`src/rtl/pkt_hist_pkg.sv`:
```
// Shared types and constants of the packet history sequencer.
// Assumes 64-bit stream beats; the placeholder beats are defined for that width.
package pkt_hist_pkg;

    typedef enum logic [1:0] {
        ST_IDLE = 2'd0,
        ST_PFX  = 2'd1,
        ST_BODY = 2'd2
    } phs_state_e;

    // Placeholder Ethernet header, byte 0 in bits 7:0: broadcast destination,
    // zero source, type 0x88B5 in bytes 12..13, two bytes of padding.
    localparam logic [63:0] PH_BEAT0 = 64'h0000_FFFF_FFFF_FFFF;
    localparam logic [63:0] PH_BEAT1 = 64'h0000_B588_0000_0000;

endpackage

```
`src/rtl/phs_field_extract.sv`:
```
// Takes FLD_W bits from a beat, starting at a byte offset.
// Assumes byte b of the beat sits in bits 8b+7:8b; bytes past the end read as zero.
module phs_field_extract #(
    parameter int DATA_W = 64,
    parameter int FLD_W  = 32,
    parameter int OFF_W  = 3
) (
    input  logic [DATA_W-1:0] beat,
    input  logic [OFF_W-1:0]  byte_off,
    output logic [FLD_W-1:0]  field
);
    localparam int SH_W = OFF_W + 3;

    logic [SH_W-1:0]   shift_bits;
    logic [DATA_W-1:0] shifted;

    // shift the beat right by whole bytes and keep the low field bits
    always_comb begin
        shift_bits = {byte_off, 3'b000};
        shifted    = beat >> shift_bits;
        field      = shifted[FLD_W-1:0];
    end
endmodule

```
`src/rtl/phs_hist_ring.sv`:
```
// Ring of the last DEPTH history entries, with a read port by emission slot.
// Slot 0 is the oldest position of the window. Slots that hold no entry yet
// are reported invalid. Assumes DEPTH >= 2.
module phs_hist_ring #(
    parameter int DEPTH = 4,
    parameter int ENT_W = 64
) (
    input  logic                       clk,
    input  logic                       rst_n,
    input  logic                       wr_en,
    input  logic [ENT_W-1:0]           wr_data,
    input  logic [$clog2(DEPTH)-1:0]   rd_slot,
    output logic [ENT_W-1:0]           rd_data,
    output logic                       rd_valid,
    output logic [DEPTH-1:0]           valid_mask
);
    localparam int SLOT_W = $clog2(DEPTH);
    localparam int FILL_W = SLOT_W + 1;
    localparam logic [FILL_W-1:0] DEPTH_F = FILL_W'(DEPTH);

    logic [ENT_W-1:0]  mem [DEPTH];
    logic [SLOT_W-1:0] wr_ptr;
    logic [FILL_W-1:0] fill;
    logic [FILL_W-1:0] idx_sum;
    logic [SLOT_W-1:0] rd_idx;

    // store the new entry and move the write pointer, counting fill up to DEPTH
    always_ff @(posedge clk) begin
        if (!rst_n) begin
            wr_ptr <= '0;
            fill   <= '0;
            for (int i = 0; i < DEPTH; i++) mem[i] <= '0;
        end else if (wr_en) begin
            mem[wr_ptr] <= wr_data;
            wr_ptr      <= (wr_ptr == SLOT_W'(DEPTH - 1)) ? '0 : wr_ptr + 1'b1;
            if (fill != DEPTH_F) fill <= fill + 1'b1;
        end
    end

    // map an emission slot to the ring index counted from the oldest position
    always_comb begin
        idx_sum = {1'b0, wr_ptr} + {1'b0, rd_slot};
        rd_idx  = (idx_sum >= DEPTH_F) ? SLOT_W'(idx_sum - DEPTH_F) : SLOT_W'(idx_sum);
    end

    // mark slots that hold an entry: the newest 'fill' slots of the window
    for (genvar k = 0; k < DEPTH; k++) begin : g_mask
        assign valid_mask[k] = (FILL_W'(k) >= (DEPTH_F - fill));
    end

    // read data, forced to zero for empty slots
    always_comb begin
        rd_valid = valid_mask[rd_slot];
        rd_data  = rd_valid ? mem[rd_idx] : '0;
    end


    fill_bound_chk: assert property (@(posedge clk) disable iff (!rst_n)
        fill <= DEPTH_F);


    mask_grow_chk: assert property (@(posedge clk) disable iff (!rst_n)
        wr_en && (valid_mask != '1) |=> $countones(valid_mask) == $countones($past(valid_mask)) + 1);
endmodule

```
`src/rtl/phs_core_rr.sv`:
```
// Round-robin pointer over NUM_CORES targets; moves once per finished packet.
// Assumes advance pulses for one cycle at the end of a packet.
module phs_core_rr #(
    parameter int NUM_CORES = 4,
    parameter int CORE_W    = (NUM_CORES > 1) ? $clog2(NUM_CORES) : 1
) (
    input  logic              clk,
    input  logic              rst_n,
    input  logic              advance,
    output logic [CORE_W-1:0] core
);
    // step to the next core and wrap after the last one
    always_ff @(posedge clk) begin
        if (!rst_n) begin
            core <= '0;
        end else if (advance) begin
            core <= (core == CORE_W'(NUM_CORES - 1)) ? '0 : core + 1'b1;
        end
    end


    core_range_chk: assert property (@(posedge clk) disable iff (!rst_n)
        core <= CORE_W'(NUM_CORES - 1));


    core_hold_chk: assert property (@(posedge clk) disable iff (!rst_n)
        !advance |=> $stable(core));
endmodule

```
`src/rtl/pkt_hist_seq.sv`:
```
// Packet history sequencer top. For each packet it peeks the first beat,
// builds the entry {sequence, field}, streams the prefix (placeholder beats,
// mask, history oldest first, own entry) while holding the input, then passes
// the packet body through. Assumes 64-bit beats and DEPTH <= 64.
module pkt_hist_seq
    import pkt_hist_pkg::*;
#(
    parameter int DATA_W    = 64,
    parameter int SEQ_W     = 32,
    parameter int DEPTH     = 4,
    parameter int NUM_CORES = 4,
    parameter int OFF_W     = 3,
    parameter int CORE_W    = (NUM_CORES > 1) ? $clog2(NUM_CORES) : 1
) (
    input  logic              clk,
    input  logic              rst_n,
    input  logic [OFF_W-1:0]  cfg_field_off,
    input  logic              cfg_dummy_en,
    input  logic [DATA_W-1:0] s_tdata,
    input  logic              s_tvalid,
    input  logic              s_tlast,
    output logic              s_tready,
    output logic [DATA_W-1:0] m_tdata,
    output logic              m_tvalid,
    output logic              m_tlast,
    output logic [CORE_W-1:0] m_tdest,
    input  logic              m_tready
);
    localparam int FLD_W   = DATA_W - SEQ_W;
    localparam int SLOT_W  = $clog2(DEPTH);
    localparam int POS_MAX = DEPTH + 3;
    localparam int POS_W   = $clog2(POS_MAX + 1);
    localparam logic [POS_W-1:0] POS_PH1  = POS_W'(1);
    localparam logic [POS_W-1:0] POS_MASK = POS_W'(2);
    localparam logic [POS_W-1:0] POS_HIST = POS_W'(3);
    localparam logic [POS_W-1:0] POS_CUR  = POS_W'(POS_MAX);

    phs_state_e        st;
    logic [POS_W-1:0]  pos;
    logic [SEQ_W-1:0]  seq_cnt;
    logic [DATA_W-1:0] cur_entry;
    logic [FLD_W-1:0]  field;
    logic              wr_en;
    logic              pkt_end;
    logic [SLOT_W-1:0] rd_slot;
    logic [DATA_W-1:0] rd_data;
    logic              rd_valid;
    logic [DEPTH-1:0]  valid_mask;
    logic [DATA_W-1:0] pfx_beat;

    phs_field_extract #(
        .DATA_W (DATA_W),
        .FLD_W  (FLD_W),
        .OFF_W  (OFF_W)
    ) u_extract (
        .beat     (s_tdata),
        .byte_off (cfg_field_off),
        .field    (field)
    );

    phs_hist_ring #(
        .DEPTH (DEPTH),
        .ENT_W (DATA_W)
    ) u_ring (
        .clk        (clk),
        .rst_n      (rst_n),
        .wr_en      (wr_en),
        .wr_data    (cur_entry),
        .rd_slot    (rd_slot),
        .rd_data    (rd_data),
        .rd_valid   (rd_valid),
        .valid_mask (valid_mask)
    );

    phs_core_rr #(
        .NUM_CORES (NUM_CORES),
        .CORE_W    (CORE_W)
    ) u_rr (
        .clk     (clk),
        .rst_n   (rst_n),
        .advance (pkt_end),
        .core    (m_tdest)
    );

    // events: entry committed at the last prefix beat, packet finished at body tlast
    always_comb begin
        wr_en   = (st == ST_PFX) && m_tready && (pos == POS_CUR);
        pkt_end = (st == ST_BODY) && s_tvalid && m_tready && s_tlast;
    end

    // packet sequencing: peek first beat, walk prefix positions, pass body
    always_ff @(posedge clk) begin
        if (!rst_n) begin
            st        <= ST_IDLE;
            pos       <= '0;
            seq_cnt   <= '0;
            cur_entry <= '0;
        end else begin
            case (st)
                ST_IDLE: begin
                    if (s_tvalid) begin
                        st        <= ST_PFX;
                        cur_entry <= {seq_cnt, field};
                        pos       <= cfg_dummy_en ? '0 : POS_MASK;
                    end
                end
                ST_PFX: begin
                    if (m_tready) begin
                        if (pos == POS_CUR) begin
                            st      <= ST_BODY;
                            seq_cnt <= seq_cnt + 1'b1;
                        end else begin
                            pos <= pos + 1'b1;
                        end
                    end
                end
                ST_BODY: begin
                    if (pkt_end) st <= ST_IDLE;
                end
                default: st <= ST_IDLE;
            endcase
        end
    end

    // history slot addressed by the current prefix position
    always_comb begin
        rd_slot = SLOT_W'(pos - POS_HIST);
    end

    // prefix beat selected by position
    always_comb begin
        if (pos == '0)             pfx_beat = PH_BEAT0;
        else if (pos == POS_PH1)   pfx_beat = PH_BEAT1;
        else if (pos == POS_MASK)  pfx_beat = DATA_W'(valid_mask);
        else if (pos == POS_CUR)   pfx_beat = cur_entry;
        else                       pfx_beat = rd_valid ? rd_data : '0;
    end

    // output and input handshake per state
    always_comb begin
        m_tdata  = '0;
        m_tvalid = 1'b0;
        m_tlast  = 1'b0;
        s_tready = 1'b0;
        case (st)
            ST_PFX: begin
                m_tdata  = pfx_beat;
                m_tvalid = 1'b1;
            end
            ST_BODY: begin
                m_tdata  = s_tdata;
                m_tvalid = s_tvalid;
                m_tlast  = s_tlast;
                s_tready = m_tready;
            end
            default: ;
        endcase
    end


    out_hold_chk: assert property (@(posedge clk) disable iff (!rst_n)
        m_tvalid && !m_tready && (st == ST_PFX) |=>
            m_tvalid && $stable(m_tdata) && $stable(m_tlast) && $stable(m_tdest));


    in_forward_chk: assert property (@(posedge clk) disable iff (!rst_n)
        s_tvalid && s_tready |-> m_tvalid && m_tready && (m_tdata == s_tdata));


    seq_step_chk: assert property (@(posedge clk) disable iff (!rst_n)
        wr_en |=> seq_cnt == $past(seq_cnt) + 1'b1);


    seq_hold_chk: assert property (@(posedge clk) disable iff (!rst_n)
        !wr_en |=> $stable(seq_cnt));


    dest_pkt_chk: assert property (@(posedge clk) disable iff (!rst_n)
        (st != ST_IDLE) && !pkt_end |=> $stable(m_tdest));
endmodule

```
`config.mk`:
```
export PLATFORM = sky130hd
export DESIGN_NAME = pkt_hist_seq
export DESIGN_NICKNAME = d
export VERILOG_FILES = /design/src/rtl/pkt_hist_pkg.sv /design/src/rtl/phs_field_extract.sv /design/src/rtl/phs_hist_ring.sv /design/src/rtl/phs_core_rr.sv /design/src/rtl/pkt_hist_seq.sv
export SDC_FILE = /design/constraint.sdc
export NUM_CORES = 1
export LEC_CHECK = 0
export BUFFER_PORTS_ARGS = -buffer_cell sky130_fd_sc_hd__buf_2
export CORE_MARGIN = 1
export CORE_UTILIZATION = 50
export CTS_CLUSTER_SIZE = 8
export DETAILED_ROUTE_END_ITERATION = 7
export HOLD_SLACK_MARGIN = 0.15
export PLACE_DENSITY = 0.68
export SLEW_MARGIN = 20
export SYNTH_ARGS = -nofsm -noshare
export SYNTH_HDL_FRONTEND = slang
export SYNTH_SLANG_ARGS = --single-unit
```
`constraint.sdc`:
```
create_clock -name clk -period 9 [get_ports clk]
set_clock_uncertainty 0.05 [all_clocks]
set_input_delay 0.9 -clock clk [delete_from_list [all_inputs] [get_ports clk]]
set_output_delay 0.9 -clock clk [all_outputs]
set_load 0.01 [all_outputs]
```
# --- After elaboration in Yosys (flattened, before gate mapping) ---
# Memories as Yosys holds them, arrays and structs flattened.
# Index checks and enable logic that the tools add are counted.
word_totals:
  output_inout_bits: 69
  regBits: 108
  ramBits: 256
  in_bits: 73
  mem_count: 1
classes:
  n_shift: 1
  addsub: 9
  n_reduce_logical: 14
  mux: 31
  magnitude_cmp: 6
  eq_ne: 13
mem_list:
  columns: ["memory", "words", "word_bits", "rd", "rd_ports_with_merged_regs", "wr", "line_no", "text"]
  rows:
  - ["u_ring.mem", 4, 64, 1, 0, 4, "phs_hist_ring.sv:21", "logic [ENT_W-1:0] mem [DEPTH];"]
op_table:
  columns: ["operator", "n"]
  rows:
  - ["2-to-1 mux 64 bit", 6]
  - ["case mux 64 bit (2 select lines)", 1]
  - ["OR reduction 64 bit", 1]
  - [">> shifter 64 x 6 -> 32 bit", 1]
  - ["adder 32 x 1 -> 32 bit (second input constant)", 1]
  - ["2-to-1 mux 2 bit", 9]
  - ["2-to-1 mux 3 bit", 3]
  - ["2-to-1 mux 1 bit", 8]
  - ["!= test 2 bit (second input constant)", 4]
  - ["AND reduction 4 bit", 2]
  - ["adder 3 x 1 -> 3 bit (second input constant)", 2]
  - ["== test 2 bit (second input constant)", 3]
  - [">= comparator 1 x 3 -> 1 bit (first input constant)", 2]
  - [">= comparator 2 x 3 -> 1 bit (first input constant)", 2]
  - ["case mux 2 bit (3 select lines)", 1]
  - ["case mux 3 bit (2 select lines)", 1]
  - ["logical AND 1 bit", 5]
  - ["adder 2 x 1 -> 2 bit (second input constant)", 2]
  - ["AND reduction 2 bit", 2]
  - ["adder 2 x 2 -> 3 bit", 1]
  - ["== test 3 x 1 -> 1 bit (second input constant)", 1]
  - ["== test 3 x 2 -> 1 bit (second input constant)", 1]
  - ["== test 3 bit (second input constant)", 1]
  - [">= comparator 3 bit (second input constant)", 1]
  - ["other kinds (13)", 13]

# --- Depth between registers and ports, before layout ---
# An unclocked memory read counts as a cell.
depth:
  ltp_word: 11
  mapped_depth: 10
  mapped_depth_nobuf: 8

# --- Modules after synthesis ---
# From an unflattened synthesis, not the netlist that was laid out.
hier_totals:
  cells_unflattened: 1773
  hier_area_um2: 19896.6
modules_own_cells:
  columns: ["mod", "cells_per_inst", "area_each_um2", "seq_area_each_um2", "instances"]
  rows:
  - ["phs_hist_ring", 754, 12182.9, 7787.5, 1]
  - ["pkt_hist_seq", 826, 5975.7, 2021.9, 1]
  - ["phs_field_extract", 185, 1642.8, 0.0, 1]
  - ["phs_core_rr", 8, 95.1, 40.0, 1]

# --- Worst setup path after synthesis ---
# OpenSTA, ideal clock, no wires.
synth_timing:
  path_kind: "input to register"
  from: "input m_tready"
  to: "memory u_ring.mem[3][0], enable pin"
  path_buffers: 1
  arrival_time_ns: 5.765
  setup_time_ns: 0.574
  required_ns: 8.376
  stages: 3
  path_slack_ns: 2.611
  path_cell_list: "nand3_1 > clkbuf_1 > o21ai_0"
synth_lines:
  columns: ["element", "line_no", "text"]
  rows:
  - ["start, declared", "pkt_hist_seq.sv:27", "input logic m_tready"]
  - ["end, declared", "phs_hist_ring.sv:21", null]

# --- Worst setup path in the final report ---
layout_timing:
  from: "register pos[0]"
  to: "output m_tdata[53]"
layout_between:
  elab_chain_cells: 11
  word_cells_on_any_way: 18
  cone_classes: "3 x add/sub; 1 x order compare; 3 x eq/ne; 9 x mux; 1 x reduce/logical; 1 x memory"
layout_rtl:
  columns: ["element", "line_no", "text"]
  rows:
  - ["start, declared", "pkt_hist_seq.sv:39", "logic [POS_W-1:0] pos;"]
  - ["start signal, assigned", "pkt_hist_seq.sv:104", "pos <= cfg_dummy_en ? '0 : POS_MASK;"]
  - ["start signal, assigned", "pkt_hist_seq.sv:113", "pos <= pos + 1'b1;"]
  - ["subtractor 2 bit", "pkt_hist_seq.sv:127", "rd_slot = SLOT_W'(pos - POS_HIST);"]
  - ["adder 2 x 2 -> 3 bit", "phs_hist_ring.sv:42", "idx_sum = {1'b0, wr_ptr} + {1'b0, rd_slot};"]
  - [">= comparator 3 bit or subtractor 2 x 1 -> 2 bit (tied branches)", "phs_hist_ring.sv:43", "rd_idx = (idx_sum >= DEPTH_F) ? SLOT_W'(idx_sum - DEPTH_F) : SLOT_W'(idx_sum);"]
  - ["2-to-1 mux 2 bit", "phs_hist_ring.sv:43", null]
  - ["memory (4 x 64 bit)", null, null]
  - ["2-to-1 mux 64 bit", "pkt_hist_seq.sv:136", "else pfx_beat = rd_valid ? rd_data : '0;"]
  - ["2-to-1 mux 64 bit", "pkt_hist_seq.sv:135", "else if (pos == POS_CUR) pfx_beat = cur_entry;"]
  - ["2-to-1 mux 64 bit", "pkt_hist_seq.sv:134", "else if (pos == POS_MASK) pfx_beat = DATA_W'(valid_mask);"]
  - ["2-to-1 mux 64 bit", "pkt_hist_seq.sv:133", "else if (pos == POS_PH1) pfx_beat = PH_BEAT1;"]
  - ["2-to-1 mux 64 bit *", "pkt_hist_seq.sv:132", "if (pos == '0) pfx_beat = PH_BEAT0;"]
  - ["case mux 64 bit (2 select lines) *", "pkt_hist_seq.sv:145", "case (st)"]
  - ["end, declared", "pkt_hist_seq.sv:23", "output logic [DATA_W-1:0] m_tdata,"]
# Every way passes the cells marked *; elsewhere a longest branch is shown, timed or not. The select of a mux whose other input is x is not followed.

==> results.yml <==
global_routing:
  gr-total-overflow: 0
  grt_pass1_vias: 13621
  grt_usage_pct: 28.6
  grt_max_degree: 104
  grt_pass1_wl_mm: 82.9
  antenna_found_initial: 0
timing:
  rsz0062_at_grt: "no"
  finalHoldViolations: 0
  slew_viol_final: 0
  layout_min_cycle_time_ns: 5.63
  fin_crit_sh_pct: 62.5
  fin_ws_ns: 3.37
  whs_ns: 0.440
  setup_viol: 0
  tightestPinTransition_ns: 1.06
  fin_setup_tns_ns: 0
  slew_headroom_pct: 28.6
  fmax_ghz: 0.178
synth:
  synth_top_cell_by_area: "edfxtp_1"
  synth.area.top_cells: "edfxtp_1 (41%), dfxtp_1 (12%), mux4_2 (9.0%)"
  synth_top_cell_area_share_pct: 41.1
  synth_seq_cells: 364
  synth_nets: 1688
  post_synth.cell_area_avg_sq_um: 11.7
  netlist-cell-type-count: 56
  synth-edff-count: 256
  synthCells: 1597
  synth-main-ff-cell: "edfxtp_1"
  synthArstFlopShare_pct: 0
  ys_warn_count: 0
  synth-seq-area-share_pct: 52.7
  syn_area_sq_um: 18700
critical_path:
  endpoint_kind: "output pin"
  crit_chain: "inv_1 -> ha_1 -> xnor2_4 -> xnor2_2 -> buf_4 -> buf_4 -> mux4_2 -> nor2b_1 -> a221o_1 -> buf_2"
  cp_slowest_stage_delay_ns: 0.66
  crit_start: "pos[0]"
  crit_slowest_cell: "buf_4"
  crit_family: "buffers and inverters"
  cp-start-kind: "flip-flop"
  crit_fanout: 36
  crit_required_ns: 8.05
  crit_type: "reg2out"
  cp_num_buf_inv: 4
  worstPathArrival_ns: 4.68
  r2r_start: "pos[2]"
  cp_common_cell: "buf_4"
clocking:
  cts_num_sinks: 364
  cts_post_setup_buffers_inserted: 0
  post_cts_resized: 0
  h-tree-depth: 2
  root_buffer: "clkbuf_16"
  cts_tree: "yes"
  cts-buffers-inserted: 51
  path_clk_slew_ns: 0.05
  clock_path_buffers: 3
  hold_buffers: 0
  clk_latency_ns: 0.56
drt:
  wl_per_cell_um: 24.8
  vias_per_cell: 6.28
  wirelength_mm: 54.4
  vias: 13780
  postRouteAntennaNets: 0
  drt_first_pass_iters: 5
  drc: 0
  drtIter0Drc: 1338
floorplanning:
  row_count: 70
  die_h_um: 195
  boundaryPins: 142
  die_area_sq_um: 38100
  start_util_pct: 50.9
  die_x_um: 195
  core-area_sq_um: 36700
final_layout:
  final.fill_count: 2992
  instances_no_fill: 2196
  fin_util_pct: 58.0
  final_nets: 1779
  drive_above_1_share_pct: 18.8
  final_cell_area_sq_um: 21300
  area.growth.synth_to_final_pct: 13.8
pwr:
  power.leakage_nw: 8.32
  total_power_mw: 4.32
  power_density_nw_per_um2: 203
  vdd_drop_max_uv: 151
placement:
  dp_slack_ns: 3.90
  dp_cells: 2102
  place.gp.congestion: 0.866
  dpl-instance-area_sq_um: 19700
  hpwlAfterDp_mm: 33.4
  port_buffers: 141
worst_hold_path:
  hold_start: "seq_cnt[31]"
  hp-class: "reg2reg"
run:
  maxCapViolCount: 0
outcome:
  status: "complete, no violations"
[power breakdown]
part           total, mW  switching (mW)  internal, mW
sequential          1.91          0.0463          1.86
combinational      0.622           0.364         0.258
clock               1.79           0.700          1.09
[synth_stat cells (9+ instances only)]
library cell and count:
edfxtp_1 256, and2_1 234, nand2_1 151, clkbuf_1 110, dfxtp_1 108, mux4_2 75
a21oi_1 71, and3_1 71, mux2i_1 56, a221o_1 53, o21ai_0 51, nor2b_1 39
a21boi_0 36, xnor2_1 28, nor2_1 26, nand3_1 23, nor3_1 23, nand4_1 20
ha_1 18, a21o_1 14, inv_1 12, buf_1 10, a211o_1 9, a32oi_1 9
o211ai_1 9
[layer usage]
metal	share of wire [%]	track usage (%)	up-vias
li1	-	-	6133
met1	40	38.6	6899
met2	48	46.6	636
met3	8.6	4.49	112
met4	3.5	10.8	0
met5	0	0	-
[layout make-up]
| class | count | area, sq um | area share (%) |
|---|---|---|---|
| diodes | 1 | 2.50 | 0.0118 |
| clock buffers | 91 | 1470 | 6.91 |
| clock inverters | 1 | 20.0 | 0.0941 |
| inverters | 14 | 52.6 | 0.247 |
| multi-input cells | 1090 | 8370 | 39.3 |
| flip-flops and latches | 364 | 9850 | 46.3 |
| well taps | 468 | 586 | 2.75 |
| repair buffers | 167 | 923 | 4.34 |
[worst paths after layout]
kind / endpoint / slack, ns / cells after the start
worst max-delay path: m_tdata[53] / 3.37 / 10
worst min-delay path: cur_entry[63] / 0.44 / 2
worst max register to register: u_ring.mem[2][32] / 4.46 / 8
worst min register to register: cur_entry[63] / 0.44 / 2
[cell usage in the layout, fill, tap and decap left out, drive strengths merged, types with 29 or more instances in the layout]
cell type,count
and2,234
a21boi,36
nor2b,39
o21ai,51
xnor2,29
and3,71
mux4,75
clkbuf,91
a221o,53
mux2i,56
a21oi,71
dfxtp,108
edfxtp,256
buf,167
nand2,151
[sequential cells by signal (all words and copies together) (netlist names)]
name / count
u_ring.fill: 3
u_rr.core: 2
st: 2
u_ring.wr_ptr: 2
u_ring.mem: 256
seq_cnt: 32
cur_entry: 64
pos: 3
[kinds of logic (layout without fill, tap and decap cells)]
family          after synthesis  in the layout  share of synthesized area (%)
compound gates              294            294                           11.2
other cells                   0              1                              0
mux                         139            139                           12.5
simple gates                603            603                           17.6
fa+ha+maj                    18             18                           1.21
buf+inv                     143            273                           3.01
xor+xnor                     36             36                           1.79
flops                       364            364                           52.7
[worst reg2reg max path, delay by kind of cell, from the launching register on]
| kind | cells | cell delay [ns] |
|---|---|---|
| buf+inv | 3 | 1.82 |
| simple gates | 4 | 1.30 |
| flops | 1 | 0.54 |
| fa+ha+maj | 1 | 0.42 |
Power figures use the tool's default switching activity.
